<file path="src/rtl/icu_flag_bank.sv">
module icu_flag_bank #(
    parameter int unsigned NUM_SRC = 5,
    parameter logic [NUM_SRC-1:0] RESET_PEND = 5'b00001
) (
    input  logic               clk,
    input  logic               rst_n,
    input  logic               load_en,
    input  logic [NUM_SRC-1:0] load_data,
    input  logic [NUM_SRC-1:0] clr_mask,
    input  logic [NUM_SRC-1:0] set_mask,
    output logic [NUM_SRC-1:0] flag_q
);

    logic [NUM_SRC-1:0] flag_d;
    logic [NUM_SRC-1:0] flag_r;

    // Precedence: bus load, then clears, then sets (sets win).
    always_comb begin
        flag_d = flag_r;
        if (load_en) begin
            flag_d = load_data;
        end
        flag_d = flag_d & ~clr_mask;
        flag_d = flag_d | set_mask;
    end

    always_ff @(posedge clk) begin
        if (!rst_n) begin
            flag_r <= RESET_PEND;
        end else begin
            flag_r <= flag_d;
        end
    end

    assign flag_q = flag_r;

endmodule

</file>
<file path="src/rtl/icu_prio_sel.sv">
module icu_prio_sel #(
    parameter int unsigned NUM_SRC    = 5,
    parameter int unsigned VEC_W      = 8,
    parameter int unsigned VEC_BASE   = 8'h40,
    parameter int unsigned VEC_STRIDE = 8
) (
    input  logic [NUM_SRC-1:0] active,
    output logic [NUM_SRC-1:0] sel_oh,
    output logic               any,
    output logic [VEC_W-1:0]   vector
);

    logic [NUM_SRC:0] seen;

    assign seen[0] = 1'b0;

    for (genvar gi = 0; gi < NUM_SRC; gi++) begin : g_chain
        assign seen[gi+1]  = seen[gi] | active[gi];
        assign sel_oh[gi]  = active[gi] & ~seen[gi];
    end

    assign any = seen[NUM_SRC];

    always_comb begin
        vector = '0;
        for (int i = 0; i < NUM_SRC; i++) begin
            if (sel_oh[i]) begin
                vector = vector | VEC_W'(VEC_BASE + i * VEC_STRIDE);
            end
        end
    end

endmodule

</file>
<file path="src/rtl/icu_top.sv">
module icu_top #(
    parameter int unsigned NUM_SRC    = 5,
    parameter int unsigned ADDR_W     = 16,
    parameter int unsigned DATA_W     = 8,
    parameter logic [ADDR_W-1:0] EN_ADDR   = 16'hFFFF,
    parameter logic [ADDR_W-1:0] FLAG_ADDR = 16'hFF0F,
    parameter int unsigned VEC_BASE   = 8'h40,
    parameter int unsigned VEC_STRIDE = 8,
    parameter logic [NUM_SRC-1:0] RESET_PEND = 5'b00001
) (
    input  logic               clk,
    input  logic               rst_n,
    input  logic [ADDR_W-1:0]  bus_addr,
    input  logic [DATA_W-1:0]  bus_wdata,
    input  logic               bus_we,
    output logic [DATA_W-1:0]  bus_rdata,
    input  logic [NUM_SRC-1:0] src_raise,
    input  logic [NUM_SRC-1:0] src_lower,
    input  logic               master_en,
    input  logic               irq_ack,
    input  logic [NUM_SRC-1:0] query_mask,
    output logic               query_hit,
    output logic               irq_req,
    output logic [DATA_W-1:0]  irq_vector
);

    localparam int unsigned PAD_W = DATA_W - NUM_SRC;

    logic [DATA_W-1:0]  en_d;
    logic [DATA_W-1:0]  en_q;
    logic [NUM_SRC-1:0] flag_q;
    logic [NUM_SRC-1:0] active;
    logic [NUM_SRC-1:0] sel_oh;
    logic [NUM_SRC-1:0] ack_clr;
    logic               any_active;
    logic               hit_en;
    logic               hit_flag;

    assign hit_en   = bus_we && (bus_addr == EN_ADDR);
    assign hit_flag = bus_we && (bus_addr == FLAG_ADDR);

    // Enable register: all DATA_W bits stored.
    always_comb begin
        en_d = en_q;
        if (hit_en) begin
            en_d = bus_wdata;
        end
    end

    always_ff @(posedge clk) begin
        if (!rst_n) begin
            en_q <= '0;
        end else begin
            en_q <= en_d;
        end
    end

    assign active  = en_q[NUM_SRC-1:0] & flag_q;
    assign ack_clr = irq_ack ? sel_oh : '0;

    icu_flag_bank #(
        .NUM_SRC    (NUM_SRC),
        .RESET_PEND (RESET_PEND)
    ) u_flags (
        .clk       (clk),
        .rst_n     (rst_n),
        .load_en   (hit_flag),
        .load_data (bus_wdata[NUM_SRC-1:0]),
        .clr_mask  (ack_clr | src_lower),
        .set_mask  (src_raise),
        .flag_q    (flag_q)
    );

    icu_prio_sel #(
        .NUM_SRC    (NUM_SRC),
        .VEC_W      (DATA_W),
        .VEC_BASE   (VEC_BASE),
        .VEC_STRIDE (VEC_STRIDE)
    ) u_prio (
        .active (active),
        .sel_oh (sel_oh),
        .any    (any_active),
        .vector (irq_vector)
    );

    assign irq_req   = any_active & master_en;
    assign query_hit = |(active & query_mask);

    always_comb begin
        if (bus_addr == EN_ADDR) begin
            bus_rdata = en_q;
        end else if (bus_addr == FLAG_ADDR) begin
            bus_rdata = {{PAD_W{1'b1}}, flag_q};
        end else begin
            bus_rdata = '1;
        end
    end

endmodule

</file>
<file path="config.mk">
export PLATFORM = sky130hd
export DESIGN_NAME = icu_top
export DESIGN_NICKNAME = d
export VERILOG_FILES = /design/src/rtl/icu_flag_bank.sv /design/src/rtl/icu_prio_sel.sv /design/src/rtl/icu_top.sv
export SDC_FILE = /design/constraint.sdc
export NUM_CORES = 1
export LEC_CHECK = 0
export ABC_AREA = 1
export CAP_MARGIN = 5
export CORE_ASPECT_RATIO = 0.5
export CORE_MARGIN = 1
export CORE_UTILIZATION = 25
export DETAILED_ROUTE_END_ITERATION = 7
export DONT_BUFFER_PORTS = 1
export PLACE_DENSITY = 0.34
export SYNTH_ARGS = -nofsm -noshare
export SYNTH_HDL_FRONTEND = slang
export SYNTH_SLANG_ARGS = --single-unit
</file>
<file path="constraint.sdc">
create_clock -name clk -period 3 [get_ports clk]
set_clock_uncertainty 0.05 [all_clocks]
set_input_delay 0.3 -clock clk [delete_from_list [all_inputs] [get_ports clk]]
set_output_delay 0.3 -clock clk [all_outputs]
set_load 0.02 [all_outputs]
</file>
==> impl_metrics.tcl, run 1 <==
set metrics [dict create \
    required_ns 2.65 \
    start_util_pct 27.02 \
    seqPwrFrac_pct 49.0 \
    reg2reg_from "en_q[0]$_SDFFE_PN0P_" \
    htree_levels 1 \
    netSwitchingFraction_pct 23.49 \
    synth_area_leaders "dfxtp_1, nand2_1, inv_1" \
    clock_latency_ns 0.24 \
    period_minus_slack_ns 1.902 \
    critical_path.cell_chain "nand2_1 -> nand2_1 -> nor2_1 -> nand3_1 -> and2_1" \
    maxSlewViolCount 0 \
    ys_seq_area_share_pct 27.15 \
    setup_viol 0 \
    layout-drive-gt1-share_pct 10.46 \
    stdcell_count 204 \
    first_global_vias 795 \
    firstDrtPassIters 4 \
    peakVddDrop_uv 105.2 \
    synthMuxAreaShare_pct 0 \
    die_h_um 45.78 \
    fin_crit_sh_pct 63.41 \
    rsz0062_at_grt "false" \
    routed_wl_mm 2.557 \
    ys.warnings.count 0 \
    syn-cell-area_um2 958.4 \
    cp_max_fo 5 \
    fin_tns_setup_ns 0 \
    finalHoldViolCount 0 \
    grt_max_degree 10 \
    p_int_mw 0.2815 \
    synth-simple-area-share_pct 43.47 \
    area_growth_pct 9.400 \
    critical-path-max-stage-delay_ns 0.35 \
    critical_path_class "flip-flop to output port" \
    wl_per_cell_um 12.53 \
    p_sw_mw 0.08644 \
    final_common_cell "nand2_1" \
    dp_cells 200 \
    synthCells 150 \
    hp-class "input port to flip-flop" \
    synthXorXnorAreaFrac_pct 0 \
    regArea_um2 260.3 \
    final_nets 198 \
    grt_pass1_wl_mm 3.774 \
    gp_congestion 0.6736 \
    combPwrFrac_pct 8.2 \
    antenna_found_initial 0 \
    ys_seq_elements 13 \
    worstHoldStart "src_raise[0]" \
    die_w_um 89.57 \
    clock_path_buffers 2 \
    grt.overflow.total 0 \
    critPathLaunch "en_q[0]$_SDFFE_PN0P_" \
    fillers 422 \
    min_to "u_flags.flag_q[0]$_SDFF_PN1_" \
    holdPathStages 2 \
    cts_hold_buf 0 \
    fmax_ghz 0.5257 \
    num_antenna_cells 0 \
    syn_avg_cell_area_um2 6.389 \
    vias_per_cell 4.343 \
    cts_resized 0 \
    ios 62 \
    post-cts-setup-buffers 0 \
    grtUsageTotal_pct 13.30 \
    leakagePower_nw 0.5353 \
    core-area_um2 3547 \
    row_count 15 \
    numPortBuffers 0 \
    yosysTopAreaCellShare_pct 27.15 \
    dp_hpwl_mm 2.125 \
    num_vias 886 \
    final_cell_mix "nand2_1, inv_1, nor2_1" \
    drt-initial-drc-count 16 \
    cts_root_buffer "clkbuf_8" \
    worst-endpoint-arrival_ns 1.55 \
    multiInputGateArea_um2 558.0 \
    cts_tree "built" \
    clkTransAtPathRegs_ns 0.06 \
    postRouteAntennaNets 0 \
    synth_top_cell_by_area "dfxtp_1" \
    worstSetupEndpointType "output port" \
    drv_cap 0 \
    synth_cell_type_count 27 \
    synth_compound_area_share_pct 13.19 \
    dieArea_um2 4100 \
    synth_fa_ha_area_share_pct 0 \
    cpMaxStageDelayCell "dfxtp_1" \
    route.detailed.drc 0 \
    crit_path_frequent_cell "nand2_1" \
    clkSinkCount 13 \
    cts_buffers 3 \
    reg2reg_depth 8 \
    clkPwrFrac_pct 42.8 \
    regToRegEndpoint "u_flags.flag_q[4]$_SDFF_PN0_" \
    powerDensity_nw_per_um2 350.9 \
    startpoint_type "flip-flop" \
    run_status "finished, final reports clean" \
    r2r_setup_slack_ns 1.75 \
    synth_top_family_by_area "simple AND/OR/NAND/NOR gates" \
]
==> final cells by class <==
type	instances	share of cell area, %
tap	51	6.086
multi-input combinational	105	53.22
clock buffer	4	4.296
inverter	31	11.58
sequential	13	24.82
==> worst max-delay path: cells and delay by family, from the launching register on <==
kind | cells | cell delay [ns]
DFF | 1 | 0.35
and+or+nand+nor | 5 | 0.97
==> sequential cells by signal (all words and copies together), names as in the netlist <==
register and count:
en_q 8, u_flags.flag_q 5
==> synthesized netlist by cell type <==
cell type / n
o21ai_0: 8
o21bai_1: 2
inv_1: 29
a221oi_1: 1
inv_2: 1
nor2_8: 1
or2_2: 3
a31oi_1: 1
a21oi_1: 4
dfxtp_1: 13
nand2_2: 1
o22ai_1: 5
nor2_2: 1
and2_1: 1
nand3_1: 6
nor2_4: 1
nand3b_1: 2
nand3_4: 2
nand2_1: 33
buf_4: 4
o21ai_1: 1
nor2_1: 21
conb_1: 1
nand4_1: 5
nand4_4: 1
clkinv_4: 1
nand4_2: 1
==> metal layers <==
layer,GRT usage [%],up-vias,routed length [um]
met5,0,-,0
met4,3.810,0,12
met3,6.159,2,249
met2,19.39,49,984
met1,17.55,362,1311
li1,-,473,-
==> kinds of logic after synthesis <==
kind of cell           count (synthesis)
buffers and inverters                 35
AND/OR/NAND/NOR                       79
flip-flops                            13
AO/OA/AOI/OAI                         22
other                                  1
==> power groups by stage <==
stage	Combinational, mW	Sequential [mW]	Clock [mW]
after CTS	0.0307	0.180	0.166
final	0.0302	0.180	0.157
after floorplan	0.0305	0.183	0
after global placement	0.0309	0.184	0
after detailed placement	0.0306	0.184	0
after global routing	0.0347	0.181	0.174
==> worst max path at each step <==
stage,to,slack (ns),depth (start not counted)
floorplan,irq_req,1.47,5
global placement,irq_req,1.35,5
detailed placement,irq_req,1.35,5
CTS,irq_req,1.07,5
global route,irq_req,0.95,5
finish,irq_req,1.10,5
==> through the flow <==
stage          hold slack [ns]  instance area [um2]  util, %  total power, mW  setup slack (ns)
3_3_place_gp            0.3661                 1003    28.29           0.2149             1.351
4_1_cts                0.09595                 1049    29.56           0.3774             1.073
5_1_grt                0.09707                 1049    29.56           0.3894            0.9450
3_5_place_dp            0.3533                 1003    28.29           0.2146             1.346
6_report                0.1047                 1049    29.56           0.3679             1.098
2_1_floorplan           0.3490                969.7        -           0.2138             1.471
No activity file was read; power rests on OpenSTA's default activity.
==> inputs of run 2 (changes only) <==
clock period = 1.8 ns   (was 3 ns; I/O delays follow)
==> run 2 against run 1 <==
Via count up 2.4%. Worst setup slack got worse by 0.96 ns. Largest cell class unchanged. Cell area rose by 1.7%. Critical endpoint is now irq_vector[5]. Die area unchanged. First-iteration DRC count is 140% higher. Cell count is 0.98% higher. Wire length decreased by 0.63%.
==> impl_metrics.tcl, run 2 (synthesized netlist as in run 1, its figures left out) <==
set metrics [dict create \
    grt.overflow.total 0 \
    rsz0062_at_grt "false" \
    largest_register_ffs 8 \
    vias_per_cell 4.403 \
    regMostFlops "en_q" \
    final_common_cell "nand2_1" \
    core-area_um2 3547 \
    routed_wl_mm 2.541 \
    wl_per_cell_um 12.33 \
    postPlaceCellArea_um2 1011 \
    hp-class "input port to flip-flop" \
    cp_max_fo 5 \
    layout-drive-gt1-share_pct 10.97 \
    peakVddDrop_uv 161.1 \
    worstHoldStart "rst_n" \
    first_global_vias 759 \
    htree_levels 1 \
    final_nets 200 \
    maxSlewViolCount 0 \
    start_util_pct 27.02 \
    use_met1_pct 17.92 \
    numPortBuffers 0 \
    dieArea_um2 4100 \
    clkTransAtPathRegs_ns 0.06 \
    place_ws_ns 0.3797 \
    grt_pass1_wl_mm 3.705 \
    die_h_um 45.78 \
    final_cell_mix "nand2_1, inv_1, nor2_1" \
    dp_hpwl_mm 2.072 \
    clock_latency_ns 0.24 \
    startpoint_type "flip-flop" \
    critical_path_class "flip-flop to output port" \
    post-cts-setup-buffers 0 \
    route.detailed.drc 0 \
    num_antenna_cells 0 \
    firstDrtPassIters 4 \
    worst-endpoint-arrival_ns 1.44 \
    fmax_ghz 0.6006 \
    die_w_um 89.57 \
    fin_crit_sh_pct 92.50 \
    area_growth_pct 11.23 \
    critPathLaunch "u_flags.flag_q[0]$_SDFF_PN1_" \
    run_status "finished, final reports clean" \
    reg2reg_from "u_flags.flag_q[0]$_SDFF_PN1_" \
    grt_use_met2_pct 19.24 \
    ios 62 \
    fin_ws_ns 0.1350 \
    grt_max_degree 10 \
    worstSetupEndpointType "output port" \
    drv_cap 0 \
    fin_tns_setup_ns 0 \
    grtUsageTotal_pct 13.23 \
    grt_use_met3_pct 4.891 \
    period_minus_slack_ns 1.665 \
    required_ns 1.57 \
    clkSinkCount 13 \
    cts_root_buffer "clkbuf_8" \
    antenna_found_initial 0 \
    drt-initial-drc-count 38 \
    powerDensity_nw_per_um2 577.3 \
    fin_area_um2 1066 \
    gp_congestion 0.6933 \
    leakagePower_nw 0.5450 \
    num_vias 907 \
    finalHoldViolCount 0 \
    row_count 15 \
    top_usage_layer "met2" \
    cts_tree "built" \
    postRouteAntennaNets 0 \
    setup_viol 0 \
    clock_path_buffers 2 \
    cts_buffers 3 \
]
run 2: cell types whose count changed in the layout (fill, tap and decap cells not counted), sizes merged:
| cell | before | now |
|---|---|---|
| buf | 0 | 1 |
| dlygate4sd3 | 0 | 1 |
run 2: stage by stage:
step / hold WS (ns) / power [mW] / cells / utilization, %
floorplan: 0.2290 / 0.3563 / 153 / -
global placement: 0.2337 / 0.3583 / 201 / 28.50
detailed placement: 0.2394 / 0.3583 / 201 / 28.50
CTS: 0.009916 / 0.6300 / 206 / 30.05
global route: 0.008545 / 0.6624 / 206 / 30.05
finish: 0.01548 / 0.6154 / 206 / 30.05
run 2: power breakdown:
| group | leakage [nW] | switching (mW) | internal, mW |
|---|---|---|---|
| Combinational | 0.416 | 0.0332 | 0.0193 |
| Clock | 0.0228 | 0.106 | 0.156 |
| Sequential | 0.106 | 0.00584 | 0.295 |
| Total | 0.545 | 0.145 | 0.471 |
run 2: routing by layer:
layer | up-vias | part of all wire, %
li1 | 478 | -
met4 | 0 | 1.1
met1 | 381 | 51
met2 | 46 | 38
met5 | - | 0
met3 | 2 | 9.9
run 2: layout make-up:
type,count,area [um2]
clock buffer,4,45.04
fill,418,2481
sequential,13,260.3
multi-input combinational,105,558.0
timing repair buffer,2,17.52
tap,51,63.81
inverter,31,121.4
run 2: path summary, 6_finish.rpt:
kind         slack [ns]  cells after the start                           end
max reg2reg        0.52                      8  u_flags.flag_q[4]$_SDFF_PN0_
min                0.02                      2          en_q[7]$_SDFFE_PN0P_
max                0.13                      5                 irq_vector[5]
min reg2reg        0.43                      2          en_q[6]$_SDFFE_PN0P_
run 2: timing repair:
item                      CTS  global route
hold buffers                1             0
hold endpoints to repair    1             0
resized for setup           0             0
run 2: critical path, stage by stage, from the launching register on:
cell     delay, ns
dfxtp_1       0.36
nand2_1       0.12
nand2_1       0.06
nor2_1        0.24
nand2_1       0.08
nor2_1        0.33
==> inputs of run 3 (changes only) <==
CORE_MARGIN = not set   (was 1)
SLEW_MARGIN = 20   (was not set)
SYNTH_HIERARCHICAL = 1   (was not set)
==> run 3 against run 2 <==
Critical path depth rose by 1. Cell area rose by 14%. Maximum frequency rose by 8.8%. Global-route usage rose by 0.095 points. Core utilization fell by 0.39 points. Sequential share of layout area fell by 3.0 points. First-iteration DRC count fell by 26%. Register-to-register slack got worse by 0.10 ns. Synthesized area rose by 18%. Hold slack got worse by 0.013 ns. Synthesized cell count rose by 33%. Largest power group unchanged. Highest routed layer unchanged.
==> impl_metrics.tcl, run 3 <==
set metrics [dict create \
    run_status "finished, final reports clean" \
    top_usage_layer "met1" \
    synth_top_cell_by_area "dfxtp_1" \
    ys_seq_area_share_pct 23.06 \
    die_w_um 97.02 \
    worst-endpoint-arrival_ns 1.30 \
    postRouteAntennaNets 0 \
    layout-drive-gt1-share_pct 8.955 \
    powerDensity_nw_per_um2 521.1 \
    stdcell_count 255 \
    clkTransAtPathRegs_ns 0.06 \
    use_met1_pct 19.57 \
    row_count 16 \
    clock_path_buffers 2 \
    drv_cap 0 \
    fin_ws_ns 0.2703 \
    fmax_ghz 0.6537 \
    firstDrtPassIters 4 \
    fin_area_um2 1217 \
    crit_buf_inv 2 \
    maxSlewViolCount 0 \
    synth_edf_count 0 \
    synthMuxAreaShare_pct 0 \
    synth_cell_type_count 23 \
    route.detailed.drc 0 \
    peakVddDrop_uv 277.4 \
    grt_use_met3_pct 4.681 \
    syn_avg_cell_area_um2 5.643 \
    htree_levels 1 \
    synth_area_leaders "dfxtp_1, inv_1, nand2_1" \
    cpLargestDelayFamily "simple AND/OR/NAND/NOR gates" \
    ys.warnings.count 6 \
    clkSinkCount 13 \
    cp_max_fo 5 \
    fin_tns_setup_ns 0 \
    place_ws_ns 0.3477 \
    post-cts-setup-buffers 0 \
    postPlaceCellArea_um2 1152 \
    regMostFlops "en_q" \
    dieArea_um2 4803 \
    dp_hpwl_mm 2.527 \
    leakagePower_nw 0.6760 \
    final_nets 246 \
    ys_seq_elements 13 \
    cts_tree "built" \
    core-area_um2 4104 \
    synth_fa_ha_area_share_pct 0 \
    synthXorXnorAreaFrac_pct 0 \
    antenna_found_initial 0 \
    grt.overflow.total 0 \
    vias_per_cell 4.286 \
    wl_per_cell_um 11.89 \
    critical_path_class "flip-flop to output port" \
    num_vias 1093 \
    grt_use_met2_pct 18.54 \
    num_antenna_cells 0 \
    rsz0062_at_grt "false" \
    drt-initial-drc-count 28 \
    setup_viol 0 \
    gp_congestion 0.7655 \
    yosysTopAreaCellShare_pct 23.06 \
    routed_wl_mm 3.031 \
    hp-class "input port to flip-flop" \
    final_cell_mix "inv_1, nand2_1, nor2_1" \
    critical_path.cell_chain "nand2_1 -> inv_1 -> nor2_4 -> nand3_2 -> nor2_2 -> buf_4" \
    required_ns 1.57 \
    multiInputGateArea_um2 606.8 \
    die_h_um 49.51 \
    fin_crit_sh_pct 84.98 \
    ys_top_cells_by_count "inv_1, nand2_1, nor2_1" \
    cpMaxStageDelayCell "dfxtp_1" \
    grt_pass1_wl_mm 4.974 \
    grtUsageTotal_pct 13.32 \
    start_util_pct 27.50 \
    period_minus_slack_ns 1.530 \
    synth_top_family_by_area "simple AND/OR/NAND/NOR gates" \
    cts_root_buffer "clkbuf_8" \
    regArea_um2 260.3 \
    critical-path-max-stage-delay_ns 0.33 \
    area_growth_pct 7.872 \
    final_common_cell "inv_1" \
    ys_async_sr_fraction_pct 0 \
    synth_ff_type "dfxtp_1" \
    grt_max_degree 18 \
    synthCells 200 \
    ios 62 \
    synthMostInstantiatedCell "inv_1" \
    cts_buffers 3 \
    worstSetupEndpointType "output port" \
    clock_latency_ns 0.25 \
    synth-simple-area-share_pct 39.69 \
    numPortBuffers 0 \
    startpoint_type "flip-flop" \
    fillers 487 \
    synth_compound_area_share_pct 12.75 \
    dp_cells 249 \
    syn-cell-area_um2 1129 \
    largest_register_ffs 8 \
    finalHoldViolCount 0 \
    first_global_vias 1009 \
]
==> run 3: path summary, 6_finish.rpt <==
kind	end	from	slack, ns	cells after the start
min reg2reg	en_q[6]$_SDFFE_PN0P_	en_q[6]$_SDFFE_PN0P_	0.43	2
min	en_q[4]$_SDFFE_PN0P_	rst_n	0.003	2
max reg2reg	u_flags/flag_q[4]$_SDFF_PN0_	en_q[0]$_SDFFE_PN0P_	0.42	9
max	irq_vector[5]	en_q[0]$_SDFFE_PN0P_	0.27	6
==> run 3: routing by layer <==
metal  wire [um]  vias to the layer above  share of wire [%]
li1            -                      584                  -
met1        1650                      457                 54
met2        1097                       50                 36
met3         270                        2                8.9
met4          13                        0               0.43
met5           0                        -                  0
==> run 3: what timing repair did <==
item | 4_1_cts | 5_1_grt
resized for setup | 0 | 0
hold endpoints to repair | 6 | 0
hold buffers | 2 | 0
==> run 3: kinds of logic after synthesis <==
family                 Yosys count
AND/OR/NAND/NOR                 97
buffers and inverters           64
AO/OA/AOI/OAI                   25
flip-flops                      13
other                            1
==> run 3: cell type report <==
| cell class | count | area share [%] |
|---|---|---|
| Tap cell | 54 | 5.550 |
| Inverter | 54 | 16.65 |
| Timing Repair Buffer | 4 | 2.878 |
| Sequential cell | 13 | 21.38 |
| Multi-Input combinational cell | 126 | 49.85 |
| Clock buffer | 4 | 3.700 |
==> run 3: through the flow <==
stage | power [mW] | hold slack, ns | util, %
after floorplan | 0.3671 | 0.2289 | -
after global placement | 0.3633 | 0.2395 | 28.08
after detailed placement | 0.3625 | 0.2355 | 28.08
after CTS | 0.6436 | 0.0005000 | 29.66
after global routing | 0.6667 | 0.002914 | 29.66
final | 0.6343 | 0.002738 | 29.66
==> run 3: worst reg2reg max path, cell delays in order, from the launching register on <==
cell     delay (ns)
dfxtp_1        0.37
nand2_1        0.07
inv_1          0.21
nor2_4         0.08
nand3_2        0.07
nor2_2         0.04
a21o_1         0.17
inv_1          0.06
nand3_1        0.07
a21oi_1        0.12
==> run 3: power by group <==
part	leakage [nW]	internal, mW	total [mW]	switching (mW)
clock	0.0228	0.157	0.274	0.117
sequential	0.106	0.295	0.300	0.00553
combinational	0.547	0.0242	0.0602	0.0360
total	0.676	0.476	0.634	0.159
